$ cat src/rtl/pme_pkg.sv
package pme_pkg;
    localparam int PS_W = 2;
    typedef logic [PS_W-1:0] pstate_t;
    localparam pstate_t PS_FULL = '0;

    typedef struct packed {
        logic sts;
    } sts_state_t;

    typedef struct packed {
        pstate_t ps;
        logic    brst;
    } ps_state_t;
endpackage

$ cat src/rtl/pme_src_gate.sv
module pme_src_gate #(
    parameter int NSRC      = 3,
    parameter int MAGIC_IDX = 1
) (
    input  logic [NSRC-1:0] wake_ev,
    input  logic [NSRC-1:0] wake_en,
    input  logic            legacy_wake_mode,
    input  logic            legacy_magic_dflt,
    input  logic            pm_enable,
    output logic            hit
);
    logic [NSRC-1:0] en_eff;
    logic            dflt_on;

    assign dflt_on = legacy_wake_mode & legacy_magic_dflt & pm_enable;

    for (genvar i = 0; i < NSRC; i++) begin : g_src
        if (i == MAGIC_IDX) begin : g_magic
            assign en_eff[i] = wake_en[i] | dflt_on;
        end else begin : g_plain
            assign en_eff[i] = wake_en[i];
        end
    end

    assign hit = |(wake_ev & en_eff);
endmodule

$ cat src/rtl/pme_pstate_reg.sv
module pme_pstate_reg
    import pme_pkg::*;
(
    input  logic    clk,
    input  logic    rst_n,
    input  logic    ps_wr,
    input  pstate_t ps_wdata,
    input  logic    bus_rst,
    input  logic    bus_rst_clr_en,
    output pstate_t ps_q_o,
    output logic    to_full
);
    ps_state_t st_d, st_q;
    logic      rst_rise;

    always_comb begin
        st_d      = st_q;
        rst_rise  = bus_rst & ~st_q.brst;
        st_d.brst = bus_rst;
        if (rst_rise && bus_rst_clr_en) begin
            st_d.ps = PS_FULL;
        end else if (ps_wr) begin
            st_d.ps = ps_wdata;
        end
        to_full = (st_q.ps != PS_FULL) && (st_d.ps == PS_FULL);
    end

    always_ff @(posedge clk or negedge rst_n) begin
        if (!rst_n) begin
            st_q <= '{ps: PS_FULL, brst: 1'b0};
        end else begin
            st_q <= st_d;
        end
    end

    assign ps_q_o = st_q.ps;

    assert_busclr_R9: assert property (@(posedge clk) disable iff (!rst_n)
        (bus_rst && !st_q.brst && bus_rst_clr_en) |=> (ps_q_o == PS_FULL));
    assert_write_R10: assert property (@(posedge clk) disable iff (!rst_n)
        (ps_wr && !(bus_rst && !st_q.brst && bus_rst_clr_en)) |=> (ps_q_o == $past(ps_wdata)));
endmodule

$ cat src/rtl/pme_status_reg.sv
module pme_status_reg
    import pme_pkg::*;
(
    input  logic clk,
    input  logic rst_n,
    input  logic hit,
    input  logic sts_clr,
    input  logic sticky_mode,
    input  logic to_full,
    output logic sts_o
);
    sts_state_t st_d, st_q;

    always_comb begin
        st_d = st_q;
        if (hit) begin
            st_d.sts = 1'b1;
        end else if (sts_clr || (to_full && !sticky_mode)) begin
            st_d.sts = 1'b0;
        end
    end

    always_ff @(posedge clk or negedge rst_n) begin
        if (!rst_n) begin
            st_q <= '{sts: 1'b0};
        end else begin
            st_q <= st_d;
        end
    end

    assign sts_o = st_q.sts;

    assert_event_sets_R2: assert property (@(posedge clk) disable iff (!rst_n)
        hit |=> sts_o);
    assert_w1c_R6: assert property (@(posedge clk) disable iff (!rst_n)
        (sts_clr && !hit) |=> !sts_o);
    assert_sticky_hold_R7: assert property (@(posedge clk) disable iff (!rst_n)
        (sticky_mode && sts_o && !sts_clr) |=> sts_o);
    assert_release_R8: assert property (@(posedge clk) disable iff (!rst_n)
        (!sticky_mode && to_full && !hit) |=> !sts_o);
endmodule

$ cat src/rtl/pme_wake_ctrl.sv
module pme_wake_ctrl
    import pme_pkg::*;
#(
    parameter int           NSRC        = 3,
    parameter int           MAGIC_IDX   = 1,
    parameter int           CPW         = 8,
    parameter logic [CPW-1:0] CAP_PTR_VAL = 8'h50
) (
    input  logic            clk,
    input  logic            rst_n,
    input  logic [NSRC-1:0] wake_ev,
    input  logic [NSRC-1:0] wake_en,
    input  logic            legacy_wake_mode,
    input  logic            legacy_magic_dflt,
    input  logic            pm_enable,
    input  logic            pme_enable,
    input  logic            sticky_mode,
    input  logic            force_pme,
    input  logic            sts_clr,
    input  logic            ps_wr,
    input  logic [PS_W-1:0] ps_wdata,
    input  logic            bus_rst,
    input  logic            bus_rst_clr_en,
    output logic            pme_oe,
    output logic            pme_sts,
    output logic [PS_W-1:0] pstate,
    output logic [CPW-1:0]  cap_ptr,
    output logic            pm_cap_flag
);
    logic hit;
    logic to_full;

    pme_src_gate #(.NSRC(NSRC), .MAGIC_IDX(MAGIC_IDX)) u_gate (
        .wake_ev(wake_ev), .wake_en(wake_en),
        .legacy_wake_mode(legacy_wake_mode), .legacy_magic_dflt(legacy_magic_dflt),
        .pm_enable(pm_enable), .hit(hit)
    );

    pme_pstate_reg u_ps (
        .clk(clk), .rst_n(rst_n), .ps_wr(ps_wr), .ps_wdata(ps_wdata),
        .bus_rst(bus_rst), .bus_rst_clr_en(bus_rst_clr_en),
        .ps_q_o(pstate), .to_full(to_full)
    );

    pme_status_reg u_sts (
        .clk(clk), .rst_n(rst_n), .hit(hit), .sts_clr(sts_clr),
        .sticky_mode(sticky_mode), .to_full(to_full), .sts_o(pme_sts)
    );

    assign pme_oe      = (pme_sts & pme_enable) | force_pme;
    assign cap_ptr     = pm_enable ? CAP_PTR_VAL : '0;
    assign pm_cap_flag = pm_enable;

    assert_gate_off_R4: assert property (@(posedge clk) disable iff (!rst_n)
        (!force_pme && !pme_enable) |-> !pme_oe);
    assert_cap_zero_R11: assert property (@(posedge clk) disable iff (!rst_n)
        !pm_enable |-> (cap_ptr == '0 && !pm_cap_flag));
endmodule

$ cat config.mk
export PLATFORM = sky130hd
export DESIGN_NAME = pme_wake_ctrl
export DESIGN_NICKNAME = d
export VERILOG_FILES = /design/src/rtl/pme_pkg.sv /design/src/rtl/pme_src_gate.sv /design/src/rtl/pme_pstate_reg.sv /design/src/rtl/pme_status_reg.sv /design/src/rtl/pme_wake_ctrl.sv
export SDC_FILE = /design/constraint.sdc
export NUM_CORES = 1
export LEC_CHECK = 0
export ABC_AREA = 1
export CORE_AREA = 2 2 39 41
export DETAILED_ROUTE_END_ITERATION = 10
export DIE_AREA = 0 0 41 43
export PLACE_DENSITY = 0.69
export SLEW_MARGIN = 40
export SYNTH_ARGS = -nofsm -noshare
export SYNTH_HDL_FRONTEND = slang
export SYNTH_HIERARCHICAL = 1
export SYNTH_SLANG_ARGS = --single-unit
$ cat constraint.sdc
create_clock -name clk -period 2 [get_ports clk]
set_input_delay 0.4 -clock clk [delete_from_list [all_inputs] [get_ports clk]]
set_output_delay 0.4 -clock clk [all_outputs]
set_load 0.01 [all_outputs]
==> metrics.txt <==
status=complete, no violations; fill count=159; Pwr Total=287.8 µW; Setup Buffers After CTS=0; clock sinks=4; first-pass GRT wire length=1255 µm; reg-to-reg startpoint=u_ps/st_q[0]; io pins=33; Synth Warn #=6; die area=1763 µm²; Worst Setup EP=pme_oe; drt drc=0; Final ANT Viol Nets=0; post-route clock period utilization=0.9385; core area=1384 µm²; Max FO, Critical Path=1; Yosys reg bits=4; Final nets=96; min-delay worst type=in -> async; FF-to-FF setup slack=1.04 ns; largest area contributor in the netlist=dfrtp_1; num rows=14; Final Hold Violating Endpoints=0; Post-CTS Hold Fix Bufs=0; largest net degree at the start of global routing=5; max-slew violation total from the final report=0; Starting Density=0.2405; max cap viols=0; Worst VDD drop=217.8 µV; sum of negative setup slack=0 ns; IO Port Bufs=26; cell count after synthesis=51; share of cells above drive strength 1=0.09459; Critical Path RT=1.60 ns; most common cell after layout, fill and taps aside=clkdlybuf4s50_1; Pleak=0.3058 nW; Avg Cell Area, Syn=6.526 µm²; Final Util=0.4132; vias per cell=3.533; crit path cell chain=clkdlybuf4s50_1, nand2_1, nand2_1, clkdlybuf4s50_1; Cell Area, Synth=332.8 µm²; GPL Wtd Cong=0.6359; Crit path depth=4; Worst EP arrival=1.48 ns; Routed WL=691 µm; CP bufs+invs=2; vias in the first global route=334; Clock Skews=0.0005767 ns; Clock Pin Slew Worst Setup and Hold Paths=0.03 ns; dominant cells by area after synthesis=dfrtp_1, buf_4, nand2_1, inv_1, nor2_2; area grow syn2layout=71.80%; Post-CTS Resized=0; slowest CP cell=clkdlybuf4s50_1; DP HPWL=603.7 µm; initial antenna violation count=0; CP Class=in -> out; CTS tree=built; Clock Tree Root=clkbuf_4; clock latency on the worst-skew pair=0.23 ns; CP endpoint kind=output port; top cell type's share of synthesized area=0.3008; slowest stage delay, CP=0.53 ns; diode count=0; H-tree levels=1; WHS=0.3716 ns; RSZ-0062 raised after global routing=no; Initial DRC Count=4; Die Wd=41 µm; reg2reg path depth=8; startpoint type of the worst setup path=input pin; TritonCTS Buffers=3; first drt pass iteration count=4; Setup crit start=pme_enable; WL per Instance=7.678 µm; GR Util All Layers=0.1088; final setup violation count=0; height of the die=43 µm; Unique masters post-synth=10; maximum clock path buffer count=2; GRT overflow=0; minimum clock period=1.877 ns; CP top delay family=buffers and inverters; commonest non-fill, non-tap cells in the layout=clkdlybuf4s50_1, nand2_1, inv_1; Pwr per Cell Area=503.4 nW/µm²; vias=318; Max Clk Rate=0.5328 GHz; sequential fraction of the synthesis area=0.3008; FF-to-FF End=u_sts/sts_o
-- layer usage --
| layer | routed length [µm] | GRT usage |
|---|---|---|
| met5 | 0 | 0 |
| met4 | 0 | 0.04000 |
| met3 | 61 | 0.07853 |
| met2 | 371 | 0.1750 |
| met1 | 258 | 0.1006 |
-- metrics by stage --
stage / instance area (µm²) / setup slack (ns) / cells
after global placement: 549.3 / 0.1321 / 87
after floorplan: 351.6 / 1.046 / 56
after detailed placement: 549.3 / 0.1209 / 87
after global routing: 571.8 / 0.06874 / 90
final: 571.8 / 0.1230 / 90
after CTS: 571.8 / 0.1129 / 90
-- flip-flops by register name (all words and copies together), names as in the netlist --
signal / count
u_ps/ps_q_o: 2
u_ps/st_q: 1
u_sts/sts_o: 1
-- area by class of cell --
class,count,area [µm²],share of cell area
sequential,4,100.1,0.1751
tap,16,20.02,0.03501
timing repair buffer,26,260.3,0.4551
multi-input combinational,31,131.4,0.2298
inverter,10,37.54,0.06565
clock buffer,3,22.52,0.03939
-- synthesized netlist by cell type (all sizes together) --
cell and instances:
conb 1, or2 1, buf 11, nand2 20
inv 10, dfrtp 4, nor2 2, nand3 2
-- cell families (layout without fill, tap and decap cells) --
group / Yosys count / in the layout / share of synthesized area
and+or+nand+nor: 25 / 25 / 0.3271
buffers and inverters: 21 / 39 / 0.3609
DFF: 4 / 4 / 0.3008
other: 1 / 6 / 0.01127
-- worst min path at each step --
stage | startpoint | to | slack (ns) | cells after the start
after floorplan | rst_n | u_ps/ps_q_o[0] | 0.10 | 0
after global placement | u_ps/st_q[0] | u_ps/ps_q_o[0] | 0.56 | 4
after detailed placement | u_ps/st_q[0] | u_ps/ps_q_o[0] | 0.56 | 4
after CTS | rst_n | u_sts/sts_o | 0.37 | 1
after global routing | rst_n | u_sts/sts_o | 0.38 | 1
final | rst_n | u_sts/sts_o | 0.37 | 1
-- power breakdown --
group / internal, mW / switching [mW] / total, mW
sequential: 0.0883 / 0.00445 / 0.0928
combinational: 0.0610 / 0.0370 / 0.0980
clock: 0.0669 / 0.0301 / 0.0970
total: 0.216 / 0.0716 / 0.288
Note: power is estimated with default switching activity, not from simulation.
